==> config.mk <==
export PLATFORM = sky130hd
export DESIGN_NAME = pbw_panel_writer
export DESIGN_NICKNAME = d
export VERILOG_FILES = /design/src/rtl/pbw_pkg.sv /design/src/rtl/pbw_regs.sv /design/src/rtl/pbw_frame_ctl.sv /design/src/rtl/pbw_strobe.sv /design/src/rtl/pbw_panel_writer.sv
export SDC_FILE = /design/constraint.sdc
export NUM_CORES = 1
export LEC_CHECK = 0
export ABC_CLOCK_PERIOD_IN_PS = 4680
export BUFFER_PORTS_ARGS = -buffer_cell sky130_fd_sc_hd__clkbuf_2
export CAP_MARGIN = 20
export CORE_ASPECT_RATIO = 1.25
export CORE_MARGIN = 4
export CORE_UTILIZATION = 35
export CTS_BUF_LIST = sky130_fd_sc_hd__clkbuf_4 sky130_fd_sc_hd__clkbuf_8 sky130_fd_sc_hd__clkbuf_16
export DETAILED_ROUTE_END_ITERATION = 10
export PLACE_DENSITY = 0.58
export REMOVE_ABC_BUFFERS = 1
export SLEW_MARGIN = 20
export SYNTH_ARGS = -nofsm -noshare
export SYNTH_HDL_FRONTEND = slang
export SYNTH_HIERARCHICAL = 1
export SYNTH_SLANG_ARGS = --single-unit
==> constraint.sdc <==
create_clock -name clk -period 4.68 [get_ports clk]
set_clock_uncertainty 0.1 [all_clocks]
set_input_delay 1.17 -clock clk [delete_from_list [all_inputs] [get_ports clk]]
set_output_delay 1.17 -clock clk [all_outputs]
set_load 0.1 [all_outputs]
==> src/rtl/pbw_pkg.sv <==
package pbw_pkg;
  localparam int NIB_W = 4;

  localparam logic [2:0] ADDR_CFG    = 3'd0;
  localparam logic [2:0] ADDR_TRIG   = 3'd1;
  localparam logic [2:0] ADDR_WIDTH  = 3'd2;
  localparam logic [2:0] ADDR_HEIGHT = 3'd3;
  localparam logic [2:0] ADDR_STAT   = 3'd4;

  localparam int TRIG_MODE_BIT = 0;
  localparam int TRIG_GO_BIT   = 1;

  typedef struct packed {
    logic [NIB_W-1:0] cs_setup;
    logic [NIB_W-1:0] wr_setup;
    logic [NIB_W-1:0] wr_active;
    logic [NIB_W-1:0] wr_hold;
  } strobe_timing_t;
endpackage

==> src/rtl/pbw_regs.sv <==
module pbw_regs
  import pbw_pkg::*;
#(
  parameter int DIM_W = 10
) (
  input  logic             clk,
  input  logic             rst,
  input  logic             we,
  input  logic [2:0]       addr,
  input  logic [31:0]      wdata,
  input  logic             done_evt,
  output strobe_timing_t   timing,
  output logic             if_en,
  output logic             trig_cmd,
  output logic [DIM_W-1:0] width,
  output logic [DIM_W-1:0] height,
  output logic             done_flag
);
  logic unused_wdata;
  assign unused_wdata = ^{wdata[31:20], wdata[3:2]};

  assign trig_cmd = we && (addr == ADDR_TRIG) && wdata[TRIG_MODE_BIT] &&
                    wdata[TRIG_GO_BIT] && if_en;

  always_ff @(posedge clk) begin
    if (rst) begin
      timing.cs_setup  <= '0;
      timing.wr_setup  <= '0;
      timing.wr_active <= NIB_W'(1);
      timing.wr_hold   <= '0;
      if_en            <= 1'b0;
      width            <= '0;
      height           <= '0;
      done_flag        <= 1'b0;
    end else begin
      if (we && addr == ADDR_CFG) begin
        timing.cs_setup  <= wdata[19:16];
        timing.wr_setup  <= wdata[15:12];
        timing.wr_active <= wdata[11:8];
        timing.wr_hold   <= wdata[7:4];
        if_en            <= wdata[0];
      end
      if (we && addr == ADDR_WIDTH)  width  <= wdata[DIM_W-1:0];
      if (we && addr == ADDR_HEIGHT) height <= wdata[DIM_W-1:0];
      if (done_evt)
        done_flag <= 1'b1;
      else if (we && addr == ADDR_STAT && wdata[0])
        done_flag <= 1'b0;
    end
  end

  assert_flag_sets_R11: assert property (@(posedge clk) disable iff (rst)
    done_evt |=> done_flag);
endmodule

==> src/rtl/pbw_frame_ctl.sv <==
module pbw_frame_ctl #(
  parameter int DIM_W = 10
) (
  input  logic             clk,
  input  logic             rst,
  input  logic             trig_cmd,
  input  logic [DIM_W-1:0] width,
  input  logic [DIM_W-1:0] height,
  input  logic             accept,
  input  logic             engine_idle,
  input  logic             cycle_end,
  output logic             active,
  output logic             pix_left_nz,
  output logic             cs_n,
  output logic             rs,
  output logic             done
);
  localparam int CNT_W = 2 * DIM_W;

  logic [CNT_W-1:0] remaining;

  assign pix_left_nz = (remaining != '0);

  always_ff @(posedge clk) begin
    if (rst) begin
      active    <= 1'b0;
      remaining <= '0;
      cs_n      <= 1'b1;
      rs        <= 1'b0;
      done      <= 1'b0;
    end else begin
      done <= 1'b0;
      if (!active) begin
        if (trig_cmd) begin
          active    <= 1'b1;
          remaining <= CNT_W'(width) * CNT_W'(height);
          cs_n      <= 1'b0;
          rs        <= 1'b1;
        end
      end else begin
        if (accept) remaining <= remaining - 1'b1;
        if (!pix_left_nz && (engine_idle || cycle_end)) begin
          done   <= 1'b1;
          active <= 1'b0;
          cs_n   <= 1'b1;
          rs     <= 1'b0;
        end
      end
    end
  end

  assert_done_single_R10: assert property (@(posedge clk) disable iff (rst)
    done |=> !done);
  assert_retrig_no_reload_R8: assert property (@(posedge clk) disable iff (rst)
    (active && trig_cmd) |=> (remaining <= $past(remaining)));
  assert_no_accept_idle_R7: assert property (@(posedge clk) disable iff (rst)
    accept |-> (active && pix_left_nz));
endmodule

==> src/rtl/pbw_strobe.sv <==
module pbw_strobe
  import pbw_pkg::*;
#(
  parameter int DATA_W = 16
) (
  input  logic              clk,
  input  logic              rst,
  input  strobe_timing_t    timing,
  input  logic              frame_active,
  input  logic              pix_left_nz,
  input  logic              pix_valid,
  input  logic [DATA_W-1:0] pix_data,
  output logic              pix_ready,
  output logic              accept,
  output logic              cycle_end,
  output logic              idle,
  output logic              wr_n,
  output logic [DATA_W-1:0] data
);
  localparam int TW = $clog2(4 * (2 ** NIB_W) + 1);

  logic          busy;
  logic [TW-1:0] t;
  logic [TW-1:0] act_len, lead, total, t_inc;
  logic          inc_low;

  always_comb begin
    act_len = (timing.wr_active == '0) ? TW'(1) : TW'(timing.wr_active);
    lead    = TW'(timing.cs_setup) + TW'(timing.wr_setup);
    total   = lead + act_len + TW'(timing.wr_hold) + TW'(1);
    t_inc   = t + TW'(1);
    inc_low = (t_inc >= lead) && (t_inc < lead + act_len);
  end

  assign idle      = !busy;
  assign cycle_end = busy && (t == total - TW'(1));
  assign pix_ready = frame_active && pix_left_nz && (!busy || cycle_end);
  assign accept    = pix_ready && pix_valid;

  always_ff @(posedge clk) begin
    if (rst) begin
      busy <= 1'b0;
      t    <= '0;
      wr_n <= 1'b1;
      data <= '0;
    end else if (accept) begin
      busy <= 1'b1;
      t    <= '0;
      data <= pix_data;
      wr_n <= (lead != '0);
    end else if (cycle_end) begin
      busy <= 1'b0;
      wr_n <= 1'b1;
    end else if (busy) begin
      t    <= t_inc;
      wr_n <= !inc_low;
    end
  end

  assert_data_held_R6: assert property (@(posedge clk) disable iff (rst)
    $rose(wr_n) |-> $stable(data));
  assert_no_strobe_without_data_R9: assert property (@(posedge clk) disable iff (rst)
    (idle && !pix_valid) |=> wr_n);
endmodule

==> src/rtl/pbw_panel_writer.sv <==
module pbw_panel_writer
  import pbw_pkg::*;
#(
  parameter int DATA_W = 16,
  parameter int DIM_W  = 10
) (
  input  logic              clk,
  input  logic              rst,
  input  logic              reg_we,
  input  logic [2:0]        reg_addr,
  input  logic [31:0]       reg_wdata,
  input  logic              pix_valid,
  output logic              pix_ready,
  input  logic [DATA_W-1:0] pix_data,
  output logic              lcd_cs_n,
  output logic              lcd_wr_n,
  output logic              lcd_rs,
  output logic [DATA_W-1:0] lcd_data,
  output logic              frame_done,
  output logic              done_flag
);
  strobe_timing_t   timing;
  logic             if_en, trig_cmd;
  logic [DIM_W-1:0] width, height;
  logic             active, pix_left_nz, accept, engine_idle, cycle_end;
  logic             unused_en;

  assign unused_en = if_en;

  pbw_regs #(.DIM_W(DIM_W)) u_regs (
    .clk(clk), .rst(rst), .we(reg_we), .addr(reg_addr), .wdata(reg_wdata),
    .done_evt(frame_done), .timing(timing), .if_en(if_en), .trig_cmd(trig_cmd),
    .width(width), .height(height), .done_flag(done_flag)
  );

  pbw_frame_ctl #(.DIM_W(DIM_W)) u_frame (
    .clk(clk), .rst(rst), .trig_cmd(trig_cmd), .width(width), .height(height),
    .accept(accept), .engine_idle(engine_idle), .cycle_end(cycle_end),
    .active(active), .pix_left_nz(pix_left_nz), .cs_n(lcd_cs_n), .rs(lcd_rs),
    .done(frame_done)
  );

  pbw_strobe #(.DATA_W(DATA_W)) u_strobe (
    .clk(clk), .rst(rst), .timing(timing), .frame_active(active),
    .pix_left_nz(pix_left_nz), .pix_valid(pix_valid), .pix_data(pix_data),
    .pix_ready(pix_ready), .accept(accept), .cycle_end(cycle_end),
    .idle(engine_idle), .wr_n(lcd_wr_n), .data(lcd_data)
  );

  assert_wr_inside_cs_R10: assert property (@(posedge clk) disable iff (rst)
    !lcd_wr_n |-> (!lcd_cs_n && lcd_rs));
  assert_ready_needs_cs_R9: assert property (@(posedge clk) disable iff (rst)
    pix_ready |-> !lcd_cs_n);
endmodule

==> results of run 1 <==
## sequential cells by signal (all words and copies together) (netlist names)
name / flops
u_regs/width: 10
u_frame/active: 1
u_regs/if_en: 1
u_strobe/data: 16
u_strobe/t: 7
u_frame/done: 1
u_strobe/wr_n: 1
u_regs/height: 10
u_frame/rs: 1
u_frame/cs_n: 1
u_strobe/busy: 1
u_frame/remaining: 20
u_regs/timing: 16
u_regs/done_flag: 1
## cell type report
| type | count | area, sq um |
|---|---|---|
| sequential | 87 | 1770 |
| clock inverter | 5 | 82.6 |
| multi-input combinational | 736 | 6650 |
| clock buffer | 10 | 239 |
| tap | 325 | 407 |
| inverter | 78 | 293 |
| timing repair buffer | 197 | 1400 |
| fill | 2325 | 12900 |
## per-stage QoR
step | worst slack (ps) | utilization, % | power [W]
global route | -574 | 45.7 | 0.00180
CTS | -480 | 45.3 | 0.00175
finish | -397 | 45.7 | 0.00173
floorplan | -648 | - | 0.000844
global placement | -428 | 41.1 | 0.000921
detailed placement | -490 | 41.1 | 0.000923
## logic make-up after synthesis
group	count (synthesis)	synth area share (%)
xor gates and xnor gates	36	4.00
DFF	87	20.6
and+or+nand+nor	350	22.6
buffers and inverters	123	5.83
muxes	66	7.95
adders and majority gates	145	27.2
AOI/OAI and AO/OA	139	11.8
## where the power goes
group          leakage [nW]  internal (W)  switching, W
registers             0.710      0.000745    0.00000739
clock network         0.159      0.000481      0.000319
logic                  4.39     0.0000883     0.0000854
total                  5.26       0.00131      0.000412
## timing repair
action / in CTS / in global routing
buffers inserted: 33 / 4
pin swaps: 63 / 23
setup endpoints to repair: 15 / 28
hold buffers: 0 / 0
resized for setup: 95 / 25
## path summary, 6_finish.rpt
kind	start	endpoint	cells past startpoint
min	u_strobe/data[4]	u_strobe/data[4]	2
max	u_regs/timing[12]	pix_ready	17
max reg2reg	u_regs/timing[12]	u_frame/rs	27
min reg2reg	u_strobe/data[4]	u_strobe/data[4]	2
## layout by cell type, fill, tap and decap left out, drive strengths merged, types with 9 or more instances in the layout
cell type and count:
a211oi 10, a21o 13, a21oi 31, and2 67, buf 134, clkbuf 73
dfxtp 87, fa 65, ha 80, inv 78, mux2i 60, nand2 99
nand2b 62, nand3 21, nor2 38, nor3 9, nor4 9, o21a 9
o21ai 25, xnor2 22, xor2 13
## routing by layer
| metal | vias to the layer above | track usage, % | wire, um |
|---|---|---|---|
| met4 | 0 | 5.04 | 483 |
| met1 | 3521 | 20.7 | 9400 |
| met5 | - | 0 | 0 |
| li1 | 3546 | - | - |
| met2 | 118 | 29.8 | 11000 |
| met3 | 29 | 2.40 | 680 |
## worst register-to-register path, cell delays in order (launching register included)
cell	delay (ps)
dfxtp_2	340
ha_4	160
fa_2	360
xnor2_2	200
inv_2	60
ha_4	220
buf_6	120
xor2_2	140
ha_1	330
buf_6	140
xnor2_4	110
xnor2_1	140
nor4_2	360
buf_4	180
nand3_2	80
buf_4	140
buf_4	120
buf_4	120
buf_4	130
buf_4	120
buf_4	120
buf_4	140
or2_1	220
nor2_1	100
nor2_1	70
nor4_2	230
a21oi_1	170
o21a_1	160
==> results.txt, run 1 <==
----------------------------------------------------
[Status]
  Run status ... finished, violations left
  Failing checks ... negative setup slack

[GRT]
  Total global routing track utilization ... 16.7%
  Maximum number of pins on one net before global-route repair ... 91
  Wire length of the first global-routing pass ... 37300 um
  Vias in the first global route ... 7769
  Number of antenna violations at the first check in global routing ... 0
  Global route overflow ... 0

[Placed design]
  Placed Cells incl. Taps ... 1388
  Detail Placement HPWL ... 16000 um
  Count of port buffers added during placement ... 64
  Final weighted congestion of routability-driven global placement ... 0.839
  Placed cell area ... 9760 sq um

[Yosys]
  Number of enable flip-flop cells after synthesis ... 0
  Most repeated cell in the gate-level netlist after synthesis ... nand2_1
  Synthesized flop and latch total ... 87
  Number of instances in the synthesized netlist ... 946
  Area share of the largest cell type after synthesis ... 20.6%
  Number of distinct library cells after synthesis ... 87
  Syn avg cell area ... 8.93 sq um
  Synth Flop Type ... dfxtp_1
  Sequential area share after synthesis ... 20.6%
  Largest cells by area after synthesis ... dfxtp_1, fa_1, ha_1
  FFs w/ async S/R, synth ... 0%
  Cell type with the highest aggregate area in the netlist ... dfxtp_1
  Cell area after technology mapping ... 8450 sq um
  Total of warnings raised by yosys ... 6
  Synth top cells by count ... nand2_1, dfxtp_1, ha_1, inv_1, and2_1

[Detailed routing]
  Router iterations before antenna repair ... 4
  Final routed wire length divided by cell count ... 15.0 um
  Detailed-route vias per instance ... 5.02
  Number of vias after detailed routing ... 7214
  Post-route DRC violation count ... 0
  Overall routed net length ... 21500 um
  Detailed router's first-iteration violation count ... 279
  Remaining antenna violation count after routing ... 0

[Clock network]
  Total clock sinks ... 87
  CTS clk-pin slew, worst paths ... 60 ps
  Cell at the root of the clock tree ... clkbuf_16
  Clock tree from TritonCTS ... built
  Clock Tree Buf Depth ... 2
  Number of levels in the clock H-tree ... 3
  Clock network latency to the later pin of the worst-skew pair ... 350 ps
  Number of buffers created by CTS ... 9

[Power and ir drop]
  Peak supply drop ... 0.169 mV
  Reported leakage power ... 5.26 nW
  Power per standard cell area ... 159 nW/um^2

[Hold path]
  Class of the worst hold path ... reg -> reg

[Timing]
  Total negative slack for setup checks ... -2480 ps
  Peak clock frequency supported by timing ... 197 MHz
  Post-route clock period utilization ... 108%
  Worst hold slack ... 360 ps
  Worst setup margin ... -397 ps
  Final hold violation count ... 0
  Number of pins with negative max-slew slack in the final report ... 0
  Headroom to the max-slew limit ... 31.8%
  RSZ-0062 raised after global routing ... yes
  Post-layout minimum cycle time ... 5080 ps
  Pin slew with the least headroom to its limit ... 1020 ps
  Final Setup Violations ... 14

[Critical path]
  Worst Setup End Kind ... primary output
  Critical path data arrival time ... 3810 ps
  R2R setup slack ... -290 ps
  Cells traversed along the worst timing path ... ha_4 -> fa_2 -> xnor2_2 -> inv_2 -> ha_4 -> buf_6 -> xor2_2 -> ha_1 -> buf_6 -> xnor2_4 -> xnor2_1 -> nor4_2 -> buf_4 -> nand3_2 -> o21ai_2 -> and3_4 -> buf_12
  Classification of the worst setup path ... reg -> out
  Data required time at the worst endpoint ... 3410 ps
  Largest delay contributor family on the critical path ... adder cells
  Startpoint Class ... flip-flop
  Worst path max stage delay ... 360 ps
  Number of buffer and inverter stages on the critical path ... 5
  Largest fanout on the critical path ... 2
  Slowest cell on crit path ... fa_2

[Floorplanning]
  Number of standard-cell rows in the floorplan ... 63
  Vert. Die Dim ... 182 um
  Effective utilization at floorplan ... 35.6%
  Floorplan die width ... 147 um
  Num ports ... 77
  Die footprint ... 26700 sq um
  Area of the core ... 23700 sq um

[Cells and area]
  Post-layout instance count excluding filler cells ... 1438
  Ratio of cells with drive above 1 in the final layout ... 28.8%
  Number of diodes added for antenna fixing ... 0
  Number of nets in the layout ... 1309
  Layout overhead on the synthesized area ... 28.3%
  Post-route standard cell area excluding fillers ... 10800 sq um

[Flow run]
  Max-cap viol count ... 0

----------------------------------------------------
(Power assumes the default switching activity.)
==> run 2: changes to the inputs <==
--- a/config.mk
+++ b/config.mk
@@ -14,7 +14,6 @@
 export CTS_BUF_LIST = sky130_fd_sc_hd__clkbuf_4 sky130_fd_sc_hd__clkbuf_8 sky130_fd_sc_hd__clkbuf_16
 export DETAILED_ROUTE_END_ITERATION = 10
 export PLACE_DENSITY = 0.58
-export REMOVE_ABC_BUFFERS = 1
 export SLEW_MARGIN = 20
 export SYNTH_ARGS = -nofsm -noshare
 export SYNTH_HDL_FRONTEND = slang
==> run 2 against run 1 <==
  * The run still ends with negative setup slack left
  * Global-route usage down 0.11 points
  * Total power down 3.1%
  * Clock power down 5.8%
  * Sequential power about the same
  * Critical path depth down 2
  * Setup slack better by 25 ps
  * Critical endpoint unchanged
==> results.txt, run 2 (same netlist as run 1, synthesis figures left out) <==
----------------------------------------------------
[Flow run]
  Max-cap viol count ... 0 (unchanged)

[Clock network]
  Number of levels in the clock H-tree ... 3 (unchanged)
  Clock Tree Buf Depth ... 2 (unchanged)
  Number of buffers created by CTS ... 9 (unchanged)
  CTS clk-pin slew, worst paths ... 70 ps (about the same)
  Cell at the root of the clock tree ... clkbuf_16
  Clock network latency to the later pin of the worst-skew pair ... 360 ps (about the same)
  Total clock sinks ... 87 (unchanged)
  Clock tree from TritonCTS ... built
  Number of buffers added to fix hold violations after cts ... 0 (unchanged)

[Critical path]
  Data required time at the worst endpoint ... 3410 ps (about the same)
  Critical path data arrival time ... 3780 ps (-30 ps)
  Worst path max stage delay ... 580 ps (+220 ps)
  Cells traversed along the worst timing path ... ha_4 -> fa_2 -> ha_4 -> a21o_1 -> a21oi_2 -> xnor2_2 -> ha_1 -> nand2_1 -> o21ai_2 -> nand4_1 -> xor2_2 -> nand3_4 -> o21ai_4 -> and3_4 -> buf_12
  Slowest cell on crit path ... fa_2
  Critical Path Start ... u_regs/timing[12]
  Cell type with the highest occurrence count on the critical path ... ha_4
  R2r startpoint ... u_regs/height[3]
  Largest fanout on the critical path ... 3 (+1)
  Classification of the worst setup path ... reg -> out
  Worst Setup End Kind ... primary output
  R2R setup slack ... -190 ps (+100 ps)
  Startpoint Class ... flip-flop

[Cells and area]
  Number of nets in the layout ... 1299 (-0.76%)
  Number of flip-flops under the largest register name ... 20 (unchanged)
  Top flop regs ... u_frame/remaining (20), u_regs/timing (16), u_strobe/data (16)
  Ratio of cells with drive above 1 in the final layout ... 29.7% (+0.87 points)
  Number of diodes added for antenna fixing ... 0 (unchanged)
  Post-route standard cell area excluding fillers ... 10800 sq um (about the same)
  Commonest non-fill, non-tap cells in the layout ... buf_4, nand2_1, inv_1, ha_1, dfxtp_1
  Filler cells ... 2298 (-1.2%)
  Register with the highest flop count ... u_frame/remaining
  Layout overhead on the synthesized area ... 28.4% (about the same)
  Most common cell after layout, fill and taps aside ... buf_4

[GRT]
  Global route overflow ... 0 (unchanged)
  Grt met3 use ... 2.07% (-0.32 points)
  GR peak layer ... met2
  Met1 GRT Util ... 19.5% (-1.2 points)
  Total global routing track utilization ... 16.5% (-0.11 points)
  Vias in the first global route ... 7472 (-3.8%)
  Met2 layer usage reported by global route ... 30.5% (+0.68 points)
  Number of antenna violations at the first check in global routing ... 0 (unchanged)
  Maximum number of pins on one net before global-route repair ... 91 (unchanged)
  Wire length of the first global-routing pass ... 36600 um (-1.9%)

[Timing]
  Worst setup margin ... -372 ps (+24.6 ps)
  Post-layout minimum cycle time ... 5050 ps (-24.6 ps)
  Final Setup Violations ... 9 (-5)
  Post-route clock period utilization ... 108% (-0.52 points)
  Pin slew with the least headroom to its limit ... 1010 ps (-5.33 ps)
  Peak clock frequency supported by timing ... 198 MHz (+0.49%)
  Final hold violation count ... 0 (unchanged)
  Number of pins with negative max-slew slack in the final report ... 0 (unchanged)
  Headroom to the max-slew limit ... 32.1% (+0.36 points)
  RSZ-0062 raised after global routing ... yes

[Hold path]
  Min-Delay Startpoint ... u_frame/cs_n
  Class of the worst hold path ... reg -> reg

[Floorplanning]
  Effective utilization at floorplan ... 35.6% (unchanged)
  Floorplan die width ... 147 um (unchanged)
  Num ports ... 77 (unchanged)
  Number of standard-cell rows in the floorplan ... 63 (unchanged)
  Area of the core ... 23700 sq um (unchanged)
  Vert. Die Dim ... 182 um (unchanged)
  Die footprint ... 26700 sq um (unchanged)

[Placed design]
  Detail Placement HPWL ... 16100 um (+0.24%)
  Final weighted congestion of routability-driven global placement ... 0.855 (+1.9%)
  Worst setup slack after placement ... -351 ps (+139 ps)
  Count of port buffers added during placement ... 64 (unchanged)
  Placed cell area ... 9880 sq um (+1.2%)

[Detailed routing]
  Detailed router's first-iteration violation count ... 239 (-14%)
  Detailed-route vias per instance ... 4.97 (-1.0%)
  Remaining antenna violation count after routing ... 0 (unchanged)
  Overall routed net length ... 20900 um (-2.8%)
  Number of vias after detailed routing ... 7097 (-1.6%)
  Router iterations before antenna repair ... 4 (unchanged)
  Final routed wire length divided by cell count ... 14.7 um (-2.1%)
  Post-route DRC violation count ... 0 (unchanged)

[Status]
  Failing checks ... negative setup slack
  Run status ... finished, violations left

[Power and ir drop]
  Peak supply drop ... 0.142 mV (-16%)
  Power per standard cell area ... 154 nW/um^2 (-3.2%)
  Reported leakage power ... 5.25 nW (-0.16%)

[Yosys]
  Nets in the synthesized netlist ... 1146

----------------------------------------------------
-- run 2: cell type report --
| cell class | instances | area, sq um | share of cell area [%] |
|---|---|---|---|
| Clock buffer | 10 | 239 | 2.20 |
| Timing Repair Buffer | 187 | 1330 | 12.3 |
| Clock inverter | 6 | 65.1 | 0.600 |
| Sequential cell | 87 | 1790 | 16.5 |
| Inverter | 78 | 293 | 2.70 |
| Tap cell | 325 | 407 | 3.75 |
| Multi-Input combinational cell | 736 | 6720 | 62.0 |
-- run 2: critical path, delay by kind of cell (launching register included) --
family	cells	cell delay [ps]
compound gates	4	670
fa+ha+maj	4	1260
simple gates	4	610
flops	1	340
buf+inv	1	170
xor+xnor	2	380
-- run 2: repair_timing --
action,4_1_cts,5_1_grt
gates resized for setup,65,39
buffers inserted,19,9
pin swaps,55,35
setup endpoints to repair,13,13
-- run 2: final timing paths --
kind / endpoint / cells after the start
setup reg to reg: u_frame/remaining[19] / 19
hold / removal: u_frame/cs_n / 2
hold reg to reg: u_frame/cs_n / 2
setup / recovery: pix_ready / 15
-- run 2: power by group --
group          switching (W)  leakage [nW]  internal, W  total, W
logic              0.0000814          4.38    0.0000843  0.000166
clock network       0.000322         0.154     0.000432  0.000754
registers         0.00000903         0.715     0.000743  0.000752
-- run 2: stage by stage --
stage | TNS [ps] | utilization (%) | hold slack, ps | total power (W) | std cells
after floorplan | -10.9 | - | 351 | 0.000859 | 946
after global placement | -2930 | 41.6 | 335 | 0.000922 | 1385
after detailed placement | -3180 | 41.6 | 341 | 0.000924 | 1385
after CTS | -843 | 44.8 | 352 | 0.00170 | 1420
after global routing | -3070 | 45.7 | 374 | 0.00175 | 1429
final | -1140 | 45.7 | 347 | 0.00167 | 1429
-- run 2: metal layers --
metal	part of all wire, %	routed length [um]	up-vias
met5	0	0	-
met2	53	11100	82
li1	-	-	3534
met4	2.6	537	0
met3	2.3	472	28
met1	42	8820	3453
==> run 3: changes to the inputs <==
--- a/config.mk
+++ b/config.mk
@@ -5,6 +5,7 @@
 export SDC_FILE = /design/constraint.sdc
 export NUM_CORES = 1
 export LEC_CHECK = 0
+export ABC_AREA = 1
 export ABC_CLOCK_PERIOD_IN_PS = 4680
 export BUFFER_PORTS_ARGS = -buffer_cell sky130_fd_sc_hd__clkbuf_2
 export CAP_MARGIN = 20
@@ -13,7 +14,7 @@
 export CORE_UTILIZATION = 35
 export CTS_BUF_LIST = sky130_fd_sc_hd__clkbuf_4 sky130_fd_sc_hd__clkbuf_8 sky130_fd_sc_hd__clkbuf_16
 export DETAILED_ROUTE_END_ITERATION = 10
-export PLACE_DENSITY = 0.58
+export PLACE_DENSITY = 0.57
 export SLEW_MARGIN = 20
 export SYNTH_ARGS = -nofsm -noshare
 export SYNTH_HDL_FRONTEND = slang
==> run 3 against run 2 <==
  * The run still ends with negative setup slack left
  * Critical path depth increased by 8
  * Fmax increased by 7.4%
  * Wire length increased by 7.4%
  * Clock power increased by 5.7%
  * Sequential share of layout area decreased by 0.097 points
  * Area after synthesis increased by 5.4%
  * Utilization decreased by 2.3 points
  * Die area increased by 5.2%
  * Count of clock-buffer cells in the layout increased by 2
  * Global-route usage increased by 0.18 points
  * Combinational power increased by 58%
  * Final cell count increased by 23%
  * Critical endpoint unchanged
  * Largest power group unchanged
  * Highest routed layer unchanged
==> results.txt, run 3 <==
----------------------------------------------------
[Hold path]
  Min-Delay Startpoint ... u_regs/done_flag
  Class of the worst hold path ... reg -> reg
  Hold depth ... 2 (unchanged)
  Worst Hold End ... u_regs/done_flag

[Critical path]
  Classification of the worst setup path ... reg -> out
  Worst Setup End Kind ... primary output
  R2R depth ... 21 (+2)
  Worst path max stage delay ... 390 ps (-190 ps)
  Largest fanout on the critical path ... 3 (unchanged)
  Worst reg2reg endpoint ... u_frame/remaining[15]
  Slowest cell on crit path ... fa_2
  Cells traversed along the worst timing path ... ha_4 -> fa_2 -> xor2_4 -> ha_4 -> nand3_2 -> nand2_2 -> nand2_2 -> nand2_2 -> inv_2 -> ha_4 -> nand3_2 -> nand3_2 -> inv_2 -> nand3_1 -> nand2_1 -> nand2_1 -> nand3_1 -> nor2_2 -> nand2_1 -> nand2_4 -> inv_4 -> nor2_4 -> buf_12
  Startpoint Class ... flip-flop
  Number of buffer and inverter stages on the critical path ... 4 (+3)
  R2R setup slack ... 60 ps (+250 ps)
  Critical path data arrival time ... 3440 ps (-340 ps)
  Data required time at the worst endpoint ... 3410 ps (about the same)
  Largest delay contributor family on the critical path ... simple AND/OR/NAND/NOR gates
  R2r startpoint ... u_regs/width[5]

[Flow run]
  Max-cap viol count ... 0 (unchanged)

[Placed design]
  Worst setup slack after placement ... -248 ps (+103 ps)
  Count of port buffers added during placement ... 64 (unchanged)
  Placed cell area ... 9850 sq um (-0.32%)
  Detail Placement HPWL ... 17500 um (+8.9%)
  Final weighted congestion of routability-driven global placement ... 0.852 (-0.30%)

[Yosys]
  Total of warnings raised by yosys ... 6 (unchanged)
  Area share of the largest cell type after synthesis ... 19.5% (-1.1 points)
  Syn avg cell area ... 6.71 sq um (-25%)
  Synth Flop Type ... dfxtp_1
  Cell type with the highest aggregate area in the netlist ... dfxtp_1
  Synth top cells by count ... nand2_1, inv_1, nor2_1, dfxtp_1, ha_1
  Sequential area share after synthesis ... 19.5% (-1.1 points)
  Number of instances in the synthesized netlist ... 1329 (+40%)
  Number of distinct library cells after synthesis ... 41 (-53%)
  Cell area after technology mapping ... 8910 sq um (+5.4%)
  Synthesized flop and latch total ... 87 (unchanged)
  Number of enable flip-flop cells after synthesis ... 0 (unchanged)
  Nets in the synthesized netlist ... 1529 (+33%)
  Largest cells by area after synthesis ... dfxtp_1, fa_1, nand2_1
  Most repeated cell in the gate-level netlist after synthesis ... nand2_1
  FFs w/ async S/R, synth ... 0% (unchanged)

[Clock network]
  Number of levels in the clock H-tree ... 3 (unchanged)
  Clock Tree Buf Depth ... 2 (unchanged)
  CTS clk-pin slew, worst paths ... 60 ps (about the same)
  Clock network latency to the later pin of the worst-skew pair ... 350 ps (about the same)
  Cell at the root of the clock tree ... clkbuf_16
  Number of buffers created by CTS ... 9 (unchanged)
  Clock tree from TritonCTS ... built
  Total clock sinks ... 87 (unchanged)
  Number of buffers added to fix hold violations after cts ... 0 (unchanged)

[Status]
  Run status ... finished, violations left
  Failing checks ... negative setup slack

[Detailed routing]
  Number of vias after detailed routing ... 8184 (+15%)
  Final routed wire length divided by cell count ... 12.8 um (-13%)
  Remaining antenna violation count after routing ... 0 (unchanged)
  Overall routed net length ... 22500 um (+7.4%)
  Detailed-route vias per instance ... 4.65 (-6.4%)
  Router iterations before antenna repair ... 5 (+1)
  Detailed router's first-iteration violation count ... 332 (+39%)
  Post-route DRC violation count ... 0 (unchanged)

[Cells and area]
  Register with the highest flop count ... u_frame/remaining
  Commonest non-fill, non-tap cells in the layout ... nand2_1, inv_1, nor2_1, dfxtp_1, clkbuf_2
  Filler cells ... 2613 (+14%)
  Post-route standard cell area excluding fillers ... 10900 sq um (+0.52%)
  Number of diodes added for antenna fixing ... 0 (unchanged)
  Number of flip-flops under the largest register name ... 20 (unchanged)
  Final core area utilization ... 43.4% (-2.3 points)
  Top flop regs ... u_frame/remaining (20), u_regs/timing (16), u_strobe/data (16)
  Number of nets in the layout ... 1622 (+25%)
  Ratio of cells with drive above 1 in the final layout ... 22.3% (-7.4 points)
  Layout overhead on the synthesized area ... 22.4%
  Most common cell after layout, fill and taps aside ... nand2_1

[Floorplanning]
  Vert. Die Dim ... 186 um (+2.6%)
  Floorplan die width ... 151 um (+2.5%)
  Area of the core ... 25100 sq um (+5.9%)
  Number of standard-cell rows in the floorplan ... 65 (+3.2%)
  Num ports ... 77 (unchanged)
  Effective utilization at floorplan ... 35.5% (-0.16 points)
  Die footprint ... 28100 sq um (+5.2%)

[Power and ir drop]
  Proportion of power drawn by the clock network ... 43.7% (-1.4 points)
  Switch share ... 25.6% (+0.99 points)
  Net Sw Power ... 0.000467 W (+13%)
  Power per standard cell area ... 167 nW/um^2 (+8.5%)
  Portion of total power attributed to combinational logic ... 14.4% (+4.5 points)
  Reported leakage power ... 6.16 nW (+17%)
  Portion of total power attributed to sequential cells ... 41.9% (-3.1 points)
  Peak supply drop ... 0.127 mV (-10%)
  Internal portion of total power ... 0.00136 W (+7.6%)

[Timing]
  Number of pins with negative max-slew slack in the final report ... 0 (unchanged)
  Final hold violation count ... 0 (unchanged)
  Worst hold slack ... 365 ps (+18.7 ps)
  Headroom to the max-slew limit ... 41.9% (+9.8 points)
  Post-route clock period utilization ... 101% (-7.4 points)
  Pin slew with the least headroom to its limit ... 866 ps (-148 ps)
  Peak clock frequency supported by timing ... 212 MHz (+7.4%)
  Post-layout minimum cycle time ... 4710 ps (-346 ps)
  Final Setup Violations ... 1 (-8)
  Worst setup margin ... -26.2 ps (+346 ps)
  RSZ-0062 raised after global routing ... yes
  Total negative slack for setup checks ... -26.2 ps (+1110 ps)

[GRT]
  GR peak layer ... met2
  Maximum number of pins on one net before global-route repair ... 38 (-58%)
  Met2 layer usage reported by global route ... 29.8% (-0.71 points)
  Total global routing track utilization ... 16.7% (+0.18 points)
  Global route overflow ... 0 (unchanged)
  Vias in the first global route ... 8129 (+8.8%)
  Wire length of the first global-routing pass ... 38700 um (+5.7%)
  Grt met3 use ... 2.82% (+0.75 points)
  Number of antenna violations at the first check in global routing ... 0 (unchanged)
  Met1 GRT Util ... 20.8% (+1.2 points)

----------------------------------------------------
## run 3: worst max-delay path by stage
stage / from / endpoint / slack (ps) / depth (start not counted)
floorplan: u_regs/timing[8] / pix_ready / 7 / 21
global placement: u_regs/height[3] / u_frame/remaining[9] / -230 / 20
detailed placement: u_regs/height[3] / u_frame/remaining[9] / -250 / 20
CTS: u_regs/timing[12] / pix_ready / -190 / 18
global route: u_regs/timing[8] / pix_ready / -240 / 21
finish: u_regs/timing[8] / pix_ready / -30 / 23
## run 3: metal layers
layer | up-vias | share of wire, %
li1 | 4247 | -
met1 | 3795 | 44
met2 | 117 | 50
met3 | 25 | 3.8
met4 | 0 | 2.0
met5 | - | 0
## run 3: repair_timing
| action | 4_1_cts | 5_1_grt |
|---|---|---|
| resized for setup | 43 | 124 |
| setup endpoints to repair | 13 | 17 |
| pin swaps | 26 | 57 |
| setup buffers | 8 | 6 |
## run 3: layout make-up
| cell class | count | area [sq um] | area share (%) |
|---|---|---|---|
| multi-input cells | 903 | 6390 | 58.6 |
| inverters | 287 | 1090 | 9.97 |
| flip-flops and latches | 87 | 1790 | 16.4 |
| clock buffers | 12 | 254 | 2.33 |
| clock inverters | 3 | 67.6 | 0.620 |
| well taps | 335 | 419 | 3.84 |
| repair buffers | 134 | 895 | 8.21 |
## run 3: worst min-delay path, delay by kind of cell (launching register included)
family          cells  cell delay [ps]
simple gates        1               60
compound gates      1               50
flops               1              310
## run 3: power by group through the flow
stage	combinational (W)	sequential [W]	clock, W
2_1_floorplan	0.000151	0.000774	0
3_3_place_gp	0.000221	0.000780	0
3_5_place_dp	0.000224	0.000780	0
4_1_cts	0.000243	0.000764	0.000828
5_1_grt	0.000296	0.000765	0.000859
6_report	0.000263	0.000763	0.000797
## run 3: logic make-up after synthesis
logic type | after synthesis | share of synthesized area (%)
fa+ha+maj | 145 | 25.8
flops | 87 | 19.5
compound gates | 116 | 7.17
buf+inv | 339 | 15.0
xor+xnor | 19 | 1.87
simple gates | 623 | 30.6
## run 3: through the flow
stage | total power [W] | cells
2_1_floorplan | 0.000924 | 1329
3_3_place_gp | 0.00100 | 1732
3_5_place_dp | 0.00100 | 1732
4_1_cts | 0.00184 | 1755
5_1_grt | 0.00192 | 1761
6_report | 0.00182 | 1761
